### config.mk
export PLATFORM = sky130hd
export DESIGN_NAME = mm_wave_timer
export DESIGN_NICKNAME = d
export VERILOG_FILES = /design/src/rtl/mwt_pkg.sv /design/src/rtl/mwt_mode_dec.sv /design/src/rtl/mwt_counter.sv /design/src/rtl/mwt_chan.sv /design/src/rtl/mm_wave_timer.sv
export SDC_FILE = /design/constraint.sdc
export NUM_CORES = 1
export LEC_CHECK = 0
export BUFFER_PORTS_ARGS = -buffer_cell sky130_fd_sc_hd__buf_2
export CORE_UTILIZATION = 35
export CTS_BUF_LIST = sky130_fd_sc_hd__clkbuf_8 sky130_fd_sc_hd__clkbuf_16
export DETAILED_ROUTE_END_ITERATION = 8
export GPL_TIMING_DRIVEN = 0
export PLACE_DENSITY = 0.53
export SLEW_MARGIN = 20
export SYNTH_ARGS = -nofsm -noshare
export SYNTH_HDL_FRONTEND = slang
export SYNTH_SLANG_ARGS = --single-unit
### constraint.sdc
create_clock -name clk -period 4 [get_ports clk]
set_clock_uncertainty 0.1 [all_clocks]
set_input_delay 0.8 -clock clk [delete_from_list [all_inputs] [get_ports clk]]
set_output_delay 0.8 -clock clk [all_outputs]
set_load 0.01 [all_outputs]
### src/rtl/mwt_pkg.sv
// Shared types for the multi-mode waveform timer.
// Assumes a 4-bit mode number; decode_mode maps it to a configuration record.
package mwt_pkg;

    typedef enum logic [2:0] {TS_FIX8, TS_FIX9, TS_FIX10, TS_FULL, TS_REG_A, TS_CAP} top_src_e;
    typedef enum logic [1:0] {LD_ALWAYS, LD_AT_TOP, LD_AT_BOT} load_pt_e;
    typedef enum logic [1:0] {OV_AT_MAX, OV_AT_TOP, OV_AT_BOT} ovf_pt_e;
    typedef enum logic [1:0] {WV_OFF, WV_SINGLE, WV_DUAL} wave_e;

    typedef struct packed {
        logic      valid;
        logic      dual;
        top_src_e  top_src;
        load_pt_e  load_pt;
        ovf_pt_e   ovf_pt;
        wave_e     wave;
    } mode_cfg_t;

    // Map a mode number to ceiling source, slope, load point, overflow point and waveform.
    function automatic mode_cfg_t decode_mode(input logic [3:0] m);
        mode_cfg_t c;
        c.valid   = 1'b1;
        c.dual    = 1'b0;
        c.top_src = TS_FULL;
        c.load_pt = LD_ALWAYS;
        c.ovf_pt  = OV_AT_MAX;
        c.wave    = WV_OFF;
        case (m)
            4'd1, 4'd2, 4'd3, 4'd10, 4'd11: begin
                c.dual    = 1'b1;
                c.load_pt = LD_AT_TOP;
                c.ovf_pt  = OV_AT_BOT;
                c.wave    = WV_DUAL;
            end
            4'd8, 4'd9: begin
                c.dual    = 1'b1;
                c.load_pt = LD_AT_BOT;
                c.ovf_pt  = OV_AT_BOT;
                c.wave    = WV_DUAL;
            end
            4'd5, 4'd6, 4'd7, 4'd14, 4'd15: begin
                c.load_pt = LD_AT_BOT;
                c.ovf_pt  = OV_AT_TOP;
                c.wave    = WV_SINGLE;
            end
            4'd13: begin
                c.valid   = 1'b0;
                c.load_pt = LD_AT_TOP;
            end
            default: ;
        endcase
        case (m)
            4'd1, 4'd5:                  c.top_src = TS_FIX8;
            4'd2, 4'd6:                  c.top_src = TS_FIX9;
            4'd3, 4'd7:                  c.top_src = TS_FIX10;
            4'd4, 4'd9, 4'd11, 4'd15:    c.top_src = TS_REG_A;
            4'd8, 4'd10, 4'd12, 4'd14:   c.top_src = TS_CAP;
            default:                     c.top_src = TS_FULL;
        endcase
        return c;
    endfunction

endpackage

### src/rtl/mwt_mode_dec.sv
// Mode decoder and ceiling selector.
// Assumes CNT_W >= 10 so that the fixed 8/9/10-bit ceilings fit.
module mwt_mode_dec
    import mwt_pkg::*;
#(
    parameter int CNT_W = 16
) (
    input  logic [3:0]       mode_i,
    input  logic [CNT_W-1:0] act_a_i,
    input  logic [CNT_W-1:0] cap_i,
    output logic             valid_o,
    output logic             dual_o,
    output load_pt_e         load_pt_o,
    output ovf_pt_e          ovf_pt_o,
    output wave_e            wave_o,
    output logic [CNT_W-1:0] top_o
);

    localparam logic [CNT_W-1:0] TOP_8    = CNT_W'(255);
    localparam logic [CNT_W-1:0] TOP_9    = CNT_W'(511);
    localparam logic [CNT_W-1:0] TOP_10   = CNT_W'(1023);
    localparam logic [CNT_W-1:0] TOP_FULL = '1;

    mode_cfg_t cfg;

    // Decode the mode number into its configuration record.
    always_comb cfg = decode_mode(mode_i);

    assign valid_o   = cfg.valid;
    assign dual_o    = cfg.dual;
    assign load_pt_o = cfg.load_pt;
    assign ovf_pt_o  = cfg.ovf_pt;
    assign wave_o    = cfg.wave;

    // Select the ceiling from its configured source.
    always_comb begin
        case (cfg.top_src)
            TS_FIX8:  top_o = TOP_8;
            TS_FIX9:  top_o = TOP_9;
            TS_FIX10: top_o = TOP_10;
            TS_REG_A: top_o = act_a_i;
            TS_CAP:   top_o = cap_i;
            default:  top_o = TOP_FULL;
        endcase
    end

endmodule

### src/rtl/mwt_counter.sv
// Up or up/down counter with overflow pulse.
// Assumes tick_i is a one-clock enable; a zero ceiling in dual-slope holds the count at 0.
module mwt_counter
    import mwt_pkg::*;
#(
    parameter int CNT_W = 16
) (
    input  logic             clk,
    input  logic             rst_n,
    input  logic             tick_i,
    input  logic             valid_i,
    input  logic             dual_i,
    input  ovf_pt_e          ovf_pt_i,
    input  logic [CNT_W-1:0] top_i,
    output logic [CNT_W-1:0] cnt_o,
    output logic             up_o,
    output logic             at_top_o,
    output logic             at_bot_o,
    output logic             ovf_o
);

    localparam logic [CNT_W-1:0] CNT_MAX = '1;
    localparam logic [CNT_W-1:0] ONE     = CNT_W'(1);

    logic [CNT_W-1:0] cnt_q;
    logic             up_q;
    logic             ovf_q;
    logic             at_max;
    logic             ovf_hit;
    logic             step;

    assign at_top_o = (cnt_q == top_i);
    assign at_bot_o = (cnt_q == '0);
    assign at_max   = (cnt_q == CNT_MAX);
    assign step     = tick_i && valid_i;

    // Pick the end point at which this mode raises overflow.
    always_comb begin
        case (ovf_pt_i)
            OV_AT_TOP: ovf_hit = at_top_o;
            OV_AT_BOT: ovf_hit = at_bot_o;
            default:   ovf_hit = at_max;
        endcase
    end

    // Advance the count and direction on each accepted tick.
    always_ff @(posedge clk) begin
        if (!rst_n) begin
            cnt_q <= '0;
            up_q  <= 1'b1;
        end else if (step) begin
            if (!dual_i) begin
                up_q  <= 1'b1;
                cnt_q <= at_top_o ? '0 : cnt_q + ONE;
            end else if (top_i == '0) begin
                up_q  <= 1'b1;
                cnt_q <= '0;
            end else if (up_q) begin
                if (at_top_o) begin
                    up_q  <= 1'b0;
                    cnt_q <= cnt_q - ONE;
                end else begin
                    cnt_q <= cnt_q + ONE;
                end
            end else begin
                if (at_bot_o) begin
                    up_q  <= 1'b1;
                    cnt_q <= ONE;
                end else begin
                    cnt_q <= cnt_q - ONE;
                end
            end
        end
    end

    // Register the one-clock overflow pulse.
    always_ff @(posedge clk) begin
        if (!rst_n) ovf_q <= 1'b0;
        else        ovf_q <= step && ovf_hit;
    end

    assign cnt_o = cnt_q;
    assign up_o  = up_q;
    assign ovf_o = ovf_q;

    // a single-slope count leaves its ceiling for zero
    a_r4_single_wrap: assert property (@(posedge clk) disable iff (!rst_n)
        tick_i && valid_i && !dual_i && at_top_o |=> cnt_q == '0);

    // a dual-slope count inside its range moves by exactly one
    a_r6_dual_step: assert property (@(posedge clk) disable iff (!rst_n)
        tick_i && valid_i && dual_i && top_i != '0 && cnt_q <= top_i
        |=> (cnt_q == $past(cnt_q) + ONE) || (cnt_q == $past(cnt_q) - ONE));

    // reserved mode leaves the count alone and gives no overflow
    a_r12_reserved_hold: assert property (@(posedge clk) disable iff (!rst_n)
        !valid_i |=> $stable(cnt_q) && !ovf_q);

    // without a tick the count holds
    a_r13_no_tick_hold: assert property (@(posedge clk) disable iff (!rst_n)
        !tick_i |=> $stable(cnt_q) && !ovf_q);

endmodule

### src/rtl/mwt_chan.sv
// One compare channel: buffered compare value, match pulse and waveform output.
// Assumes count, direction and end-point flags come from mwt_counter in the same cycle.
module mwt_chan
    import mwt_pkg::*;
#(
    parameter int CNT_W = 16
) (
    input  logic             clk,
    input  logic             rst_n,
    input  logic             tick_i,
    input  logic             valid_i,
    input  load_pt_e         load_pt_i,
    input  wave_e            wave_i,
    input  logic [CNT_W-1:0] cnt_i,
    input  logic             up_i,
    input  logic             at_top_i,
    input  logic             at_bot_i,
    input  logic [CNT_W-1:0] cmp_i,
    output logic [CNT_W-1:0] act_o,
    output logic             match_o,
    output logic             pwm_o
);

    logic [CNT_W-1:0] act_q;
    logic             match_q;
    logic             pwm_q;
    logic             load;
    logic             hit;
    logic             step;

    assign hit  = (cnt_i == act_q);
    assign step = tick_i && valid_i;

    // Decide whether the active compare value takes the host value this clock.
    always_comb begin
        case (load_pt_i)
            LD_ALWAYS: load = valid_i;
            LD_AT_TOP: load = step && at_top_i;
            LD_AT_BOT: load = step && at_bot_i;
            default:   load = 1'b0;
        endcase
    end

    // Hold the active compare value.
    always_ff @(posedge clk) begin
        if (!rst_n)    act_q <= '0;
        else if (load) act_q <= cmp_i;
    end

    // Register the one-clock match pulse.
    always_ff @(posedge clk) begin
        if (!rst_n) match_q <= 1'b0;
        else        match_q <= step && hit;
    end

    // Drive the waveform level per slope type.
    always_ff @(posedge clk) begin
        if (!rst_n) begin
            pwm_q <= 1'b0;
        end else if (step) begin
            case (wave_i)
                WV_SINGLE: begin
                    if (hit)           pwm_q <= 1'b0;
                    else if (at_bot_i) pwm_q <= 1'b1;
                end
                WV_DUAL:   if (hit) pwm_q <= !up_i;
                default:   pwm_q <= 1'b0;
            endcase
        end
    end

    assign act_o   = act_q;
    assign match_o = match_q;
    assign pwm_o   = pwm_q;

    // in every-clock load modes the active value follows the host one edge later
    a_r8_imm_follow: assert property (@(posedge clk) disable iff (!rst_n)
        valid_i && load_pt_i == LD_ALWAYS |=> act_q == $past(cmp_i));

    // a match pulse is always the result of a tick
    a_r9_match_tick: assert property (@(posedge clk) disable iff (!rst_n)
        match_q |-> $past(tick_i) && $past(valid_i));

    // a single-slope match drives the output low
    a_r10_single_clear: assert property (@(posedge clk) disable iff (!rst_n)
        tick_i && valid_i && wave_i == WV_SINGLE && hit |=> !pwm_q);

    // a dual-slope match while falling drives the output high
    a_r11_dual_set: assert property (@(posedge clk) disable iff (!rst_n)
        tick_i && valid_i && wave_i == WV_DUAL && hit && !up_i |=> pwm_q);

endmodule

### src/rtl/mm_wave_timer.sv
// Multi-mode waveform timer top: decoder, counter and a generated set of compare channels.
// Assumes channel 0 is compare A (usable as ceiling) and channel 1 is compare B.
module mm_wave_timer
    import mwt_pkg::*;
#(
    parameter int CNT_W = 16
) (
    input  logic             clk,
    input  logic             rst_n,
    input  logic             tick_i,
    input  logic [3:0]       mode_i,
    input  logic [CNT_W-1:0] cmp_a_i,
    input  logic [CNT_W-1:0] cmp_b_i,
    input  logic [CNT_W-1:0] cap_i,
    output logic [CNT_W-1:0] count_o,
    output logic             ovf_o,
    output logic             match_a_o,
    output logic             match_b_o,
    output logic             pwm_a_o,
    output logic             pwm_b_o
);

    localparam int NUM_CH = 2;

    logic             valid_w;
    logic             dual_w;
    load_pt_e         load_pt_w;
    ovf_pt_e          ovf_pt_w;
    wave_e            wave_w;
    logic [CNT_W-1:0] top_w;
    logic [CNT_W-1:0] cnt_w;
    logic             up_w;
    logic             at_top_w;
    logic             at_bot_w;

    logic [CNT_W-1:0] cmp_w   [NUM_CH];
    logic [CNT_W-1:0] act_w   [NUM_CH];
    logic             match_w [NUM_CH];
    logic             pwm_w   [NUM_CH];

    assign cmp_w[0] = cmp_a_i;
    assign cmp_w[1] = cmp_b_i;

    mwt_mode_dec #(.CNT_W(CNT_W)) u_dec (
        .mode_i    (mode_i),
        .act_a_i   (act_w[0]),
        .cap_i     (cap_i),
        .valid_o   (valid_w),
        .dual_o    (dual_w),
        .load_pt_o (load_pt_w),
        .ovf_pt_o  (ovf_pt_w),
        .wave_o    (wave_w),
        .top_o     (top_w)
    );

    mwt_counter #(.CNT_W(CNT_W)) u_cnt (
        .clk      (clk),
        .rst_n    (rst_n),
        .tick_i   (tick_i),
        .valid_i  (valid_w),
        .dual_i   (dual_w),
        .ovf_pt_i (ovf_pt_w),
        .top_i    (top_w),
        .cnt_o    (cnt_w),
        .up_o     (up_w),
        .at_top_o (at_top_w),
        .at_bot_o (at_bot_w),
        .ovf_o    (ovf_o)
    );

    for (genvar g = 0; g < NUM_CH; g++) begin : g_ch
        mwt_chan #(.CNT_W(CNT_W)) u_chan (
            .clk       (clk),
            .rst_n     (rst_n),
            .tick_i    (tick_i),
            .valid_i   (valid_w),
            .load_pt_i (load_pt_w),
            .wave_i    (wave_w),
            .cnt_i     (cnt_w),
            .up_i      (up_w),
            .at_top_i  (at_top_w),
            .at_bot_i  (at_bot_w),
            .cmp_i     (cmp_w[g]),
            .act_o     (act_w[g]),
            .match_o   (match_w[g]),
            .pwm_o     (pwm_w[g])
        );
    end

    assign count_o   = cnt_w;
    assign match_a_o = match_w[0];
    assign match_b_o = match_w[1];
    assign pwm_a_o   = pwm_w[0];
    assign pwm_b_o   = pwm_w[1];

    // a load-at-zero channel keeps its active value unless a tick is taken at zero
    a_r8_bot_hold: assert property (@(posedge clk) disable iff (!rst_n)
        valid_w && load_pt_w == LD_AT_BOT && !(tick_i && at_bot_w)
        |=> $stable(act_w[NUM_CH-1]));

    // reserved mode gives no match pulses
    a_r12_no_match: assert property (@(posedge clk) disable iff (!rst_n)
        !valid_w |=> !match_a_o && !match_b_o);

endmodule

==> flow_summary.json <==
{
  "syn_area_per_cell_um2": 7.815,
  "synth_sequential_area_ratio": 0.2333,
  "synthArstFlopShare": 0,
  "final_max_slew_viol_count": 0,
  "die_y_um": 117.1,
  "slowest_delay_ns": 0.51,
  "maxCapViolCount": 0,
  "nets": 747,
  "numPortBuffers": 73,
  "max-slew-margin-rel": 0.4569,
  "cp-start-kind": "input pin",
  "root_buffer": "clkbuf_16",
  "cp_num_buf_inv": 4,
  "synth_area_leaders": "dfxtp_1, mux2i_1, xor2_1",
  "fin_util": 0.4477,
  "path_max_fanout": 9,
  "postRouteAntennaNets": 0,
  "setup.worst_path.end_class": "flop",
  "syn_inst": 593,
  "routedWlPerCell_um": 19.03,
  "drc_errors": 0,
  "post_drt_via_cell_ratio": 5.678,
  "yosysTopAreaCell": "dfxtp_1",
  "holdWs_ns": 0.4145,
  "diodes": 0,
  "grt-ovfl-total": 0,
  "ys_top_cells_by_count": "dfxtp_1, nand2_1, xor2_1",
  "synth_edf_count": 0,
  "peakVddDrop_mv": 0.1774,
  "synth_top_area_share": 0.2333,
  "synth.most_common_cell": "dfxtp_1",
  "arrival_ns": 4.01,
  "dieArea_um2": 13710,
  "tightestPinTransition_ns": 0.8147,
  "grt_use_total": 0.2385,
  "antenna_found_initial": 0,
  "hold_class": "reg -> reg",
  "die_x_um": 117.1,
  "grt_pass1_vias": 4588,
  "cp_top_family": "simple AND/OR/NAND/NOR gates",
  "clkSinkCount": 54,
  "leakagePower_nw": 2.510,
  "synth_fp_nets": 661,
  "setup_ws_ns": 0.1075,
  "num_vias": 4838,
  "crit_chain": "clkbuf_4 -> ha_2 -> or3_4 -> a211o_4 -> o2111a_1 -> or4_1 -> and4bb_1 -> and4bb_2 -> buf_6 -> o21ai_4 -> buf_12 -> a21boi_4 -> buf_12 -> o2bb2ai_2",
  "area_growth_pct": 23.41,
  "core_area_um2": 12770,
  "postCtsHoldBufs": 0,
  "cts_max_level": 2,
  "start_util": 0.3628,
  "cts_buffer_depth": 2,
  "cts_tree": "done",
  "setup_tns_ns": 0,
  "row_count": 41,
  "synth_warnings": 0,
  "fillers": 1315,
  "drt_pass1_iterations": 7,
  "ys_seq_elements": 54,
  "fmax_mhz": 256.9,
  "status": "completed",
  "dp_hpwl_um": 12340,
  "cts-buffers-inserted": 5,
  "p_per_area_nw_per_um2": 326.6,
  "yosysUniqueCellTypes": 78,
  "drt_iter0_markers": 413,
  "critPathMostFrequentCell": "buf_12",
  "worstSkewPairLatency_ns": 0.30,
  "cp.required_ns": 4.12,
  "critical_path_class": "in -> reg",
  "drive_above_1_share": 0.2103,
  "hold_viol": 0,
  "critical_path.slowest_cell": "or4_1",
  "setup_viol": 0,
  "netlist_area_um2": 4634,
  "register_area_um2": 1081,
  "ios": 76,
  "clkTransAtPathRegs_ns": 0.08,
  "min_period_ns": 3.892,
  "dpl_worst_slack_ns": -1.153,
  "routed_wl_um": 16220,
  "grt_max_degree": 17,
  "multiInputGateArea_um2": 3503,
  "ys.flop_type": "dfxtp_1",
  "grt_pass1_wl_um": 24830,
  "place_congestion": 0.9025,
  "fin_crit_sh": 0.9731
}
worst reg2reg max path, cell delays in order, from the launching register on:
cell and delay [ns]:
dfxtp_1 0.36, buf_2 0.23, or3_1 0.43, or3_1 0.35, or3_1 0.36, or4_1 0.57
xnor2_1 0.19, nor2_1 0.05, o21ai_0 0.14, or4b_1 0.51, o41ai_4 0.08, a31o_1 0.15
routing by layer:
metal,track usage,wire [µm]
met1,0.3317,7510
met2,0.3882,7423
met5,0,0
met3,0.03244,1002
met4,0.06076,279
where the power goes:
group	internal (mW)	leakage [nW]	total, mW	switching [mW]
combinational	0.299	1.99	0.713	0.414
sequential	0.583	0.442	0.647	0.0640
clock	0.294	0.0812	0.508	0.214
total	1.18	2.51	1.87	0.691
worst paths after layout:
check | cells after the start | endpoint | slack, ns | from
max | 14 | u_cnt.cnt_o[14] | 0.11 | mode_i[0]
min reg2reg | 2 | g_ch[1].u_chan.pwm_o | 0.41 | g_ch[1].u_chan.pwm_o
max reg2reg | 11 | u_cnt.cnt_o[13] | 0.44 | u_cnt.cnt_o[0]
min | 2 | g_ch[1].u_chan.pwm_o | 0.41 | g_ch[1].u_chan.pwm_o
final cells by class:
class	instances	area share
multi-input combinational	475	0.6126
sequential	54	0.1890
timing repair buffer	81	0.08182
tap	172	0.03763
buffer	39	0.03478
clock buffer	5	0.02188
inverter	23	0.01510
clock inverter	3	0.007219
layout by cell type (no fill, tap or decap), types with 7 or more instances in the layout:
master    instances
buf_2            78
dfxtp_1          54
nand2_1          46
xor2_1           40
mux2i_1          37
nor2b_1          36
nor2_1           33
a21oi_1          32
inv_1            22
clkbuf_1         19
nand3_1          18
nor3_1           15
nor4_1           15
o21ai_0          14
a31oi_1          11
ha_1             10
nand2b_1          9
xnor2_1           9
a211oi_1          8
buf_1             7
o31ai_1           7
registers in the layout (all words and copies together) (netlist names):
register and flops:
g_ch.u_chan.act_o 32, g_ch.u_chan.match_o 2, g_ch.u_chan.pwm_o 2, u_cnt.cnt_o 16, u_cnt.ovf_o 1, u_cnt.up_o 1
timing repair:
item	4_1_cts	5_1_grt
buffers inserted	0	6
gates resized for setup	12	49
gates cloned	0	2
pin swaps	0	9
endpoints found under the setup margin	48	46
logic make-up (layout without fill, tap and decap cells):
logic type      after synthesis  in the layout  share of synthesized area
xor+xnor                     49             49                    0.09260
compound gates              154            154                     0.2392
mux                          37             37                    0.07991
flops                        54             54                     0.2333
simple gates                222            222                     0.2630
buf+inv                      64            151                    0.05697
fa+ha+maj                    13             13                    0.03510
stage by stage:
| step | cells | area [µm²] | power (mW) |
|---|---|---|---|
| detailed placement | 838 | 5215 | 1.298 |
| CTS | 845 | 5435 | 1.807 |
| floorplan | 593 | 4634 | 1.100 |
| global placement | 838 | 5215 | 1.288 |
| global route | 852 | 5719 | 1.963 |
| finish | 852 | 5719 | 1.868 |
Power figures use the tool's default switching activity.
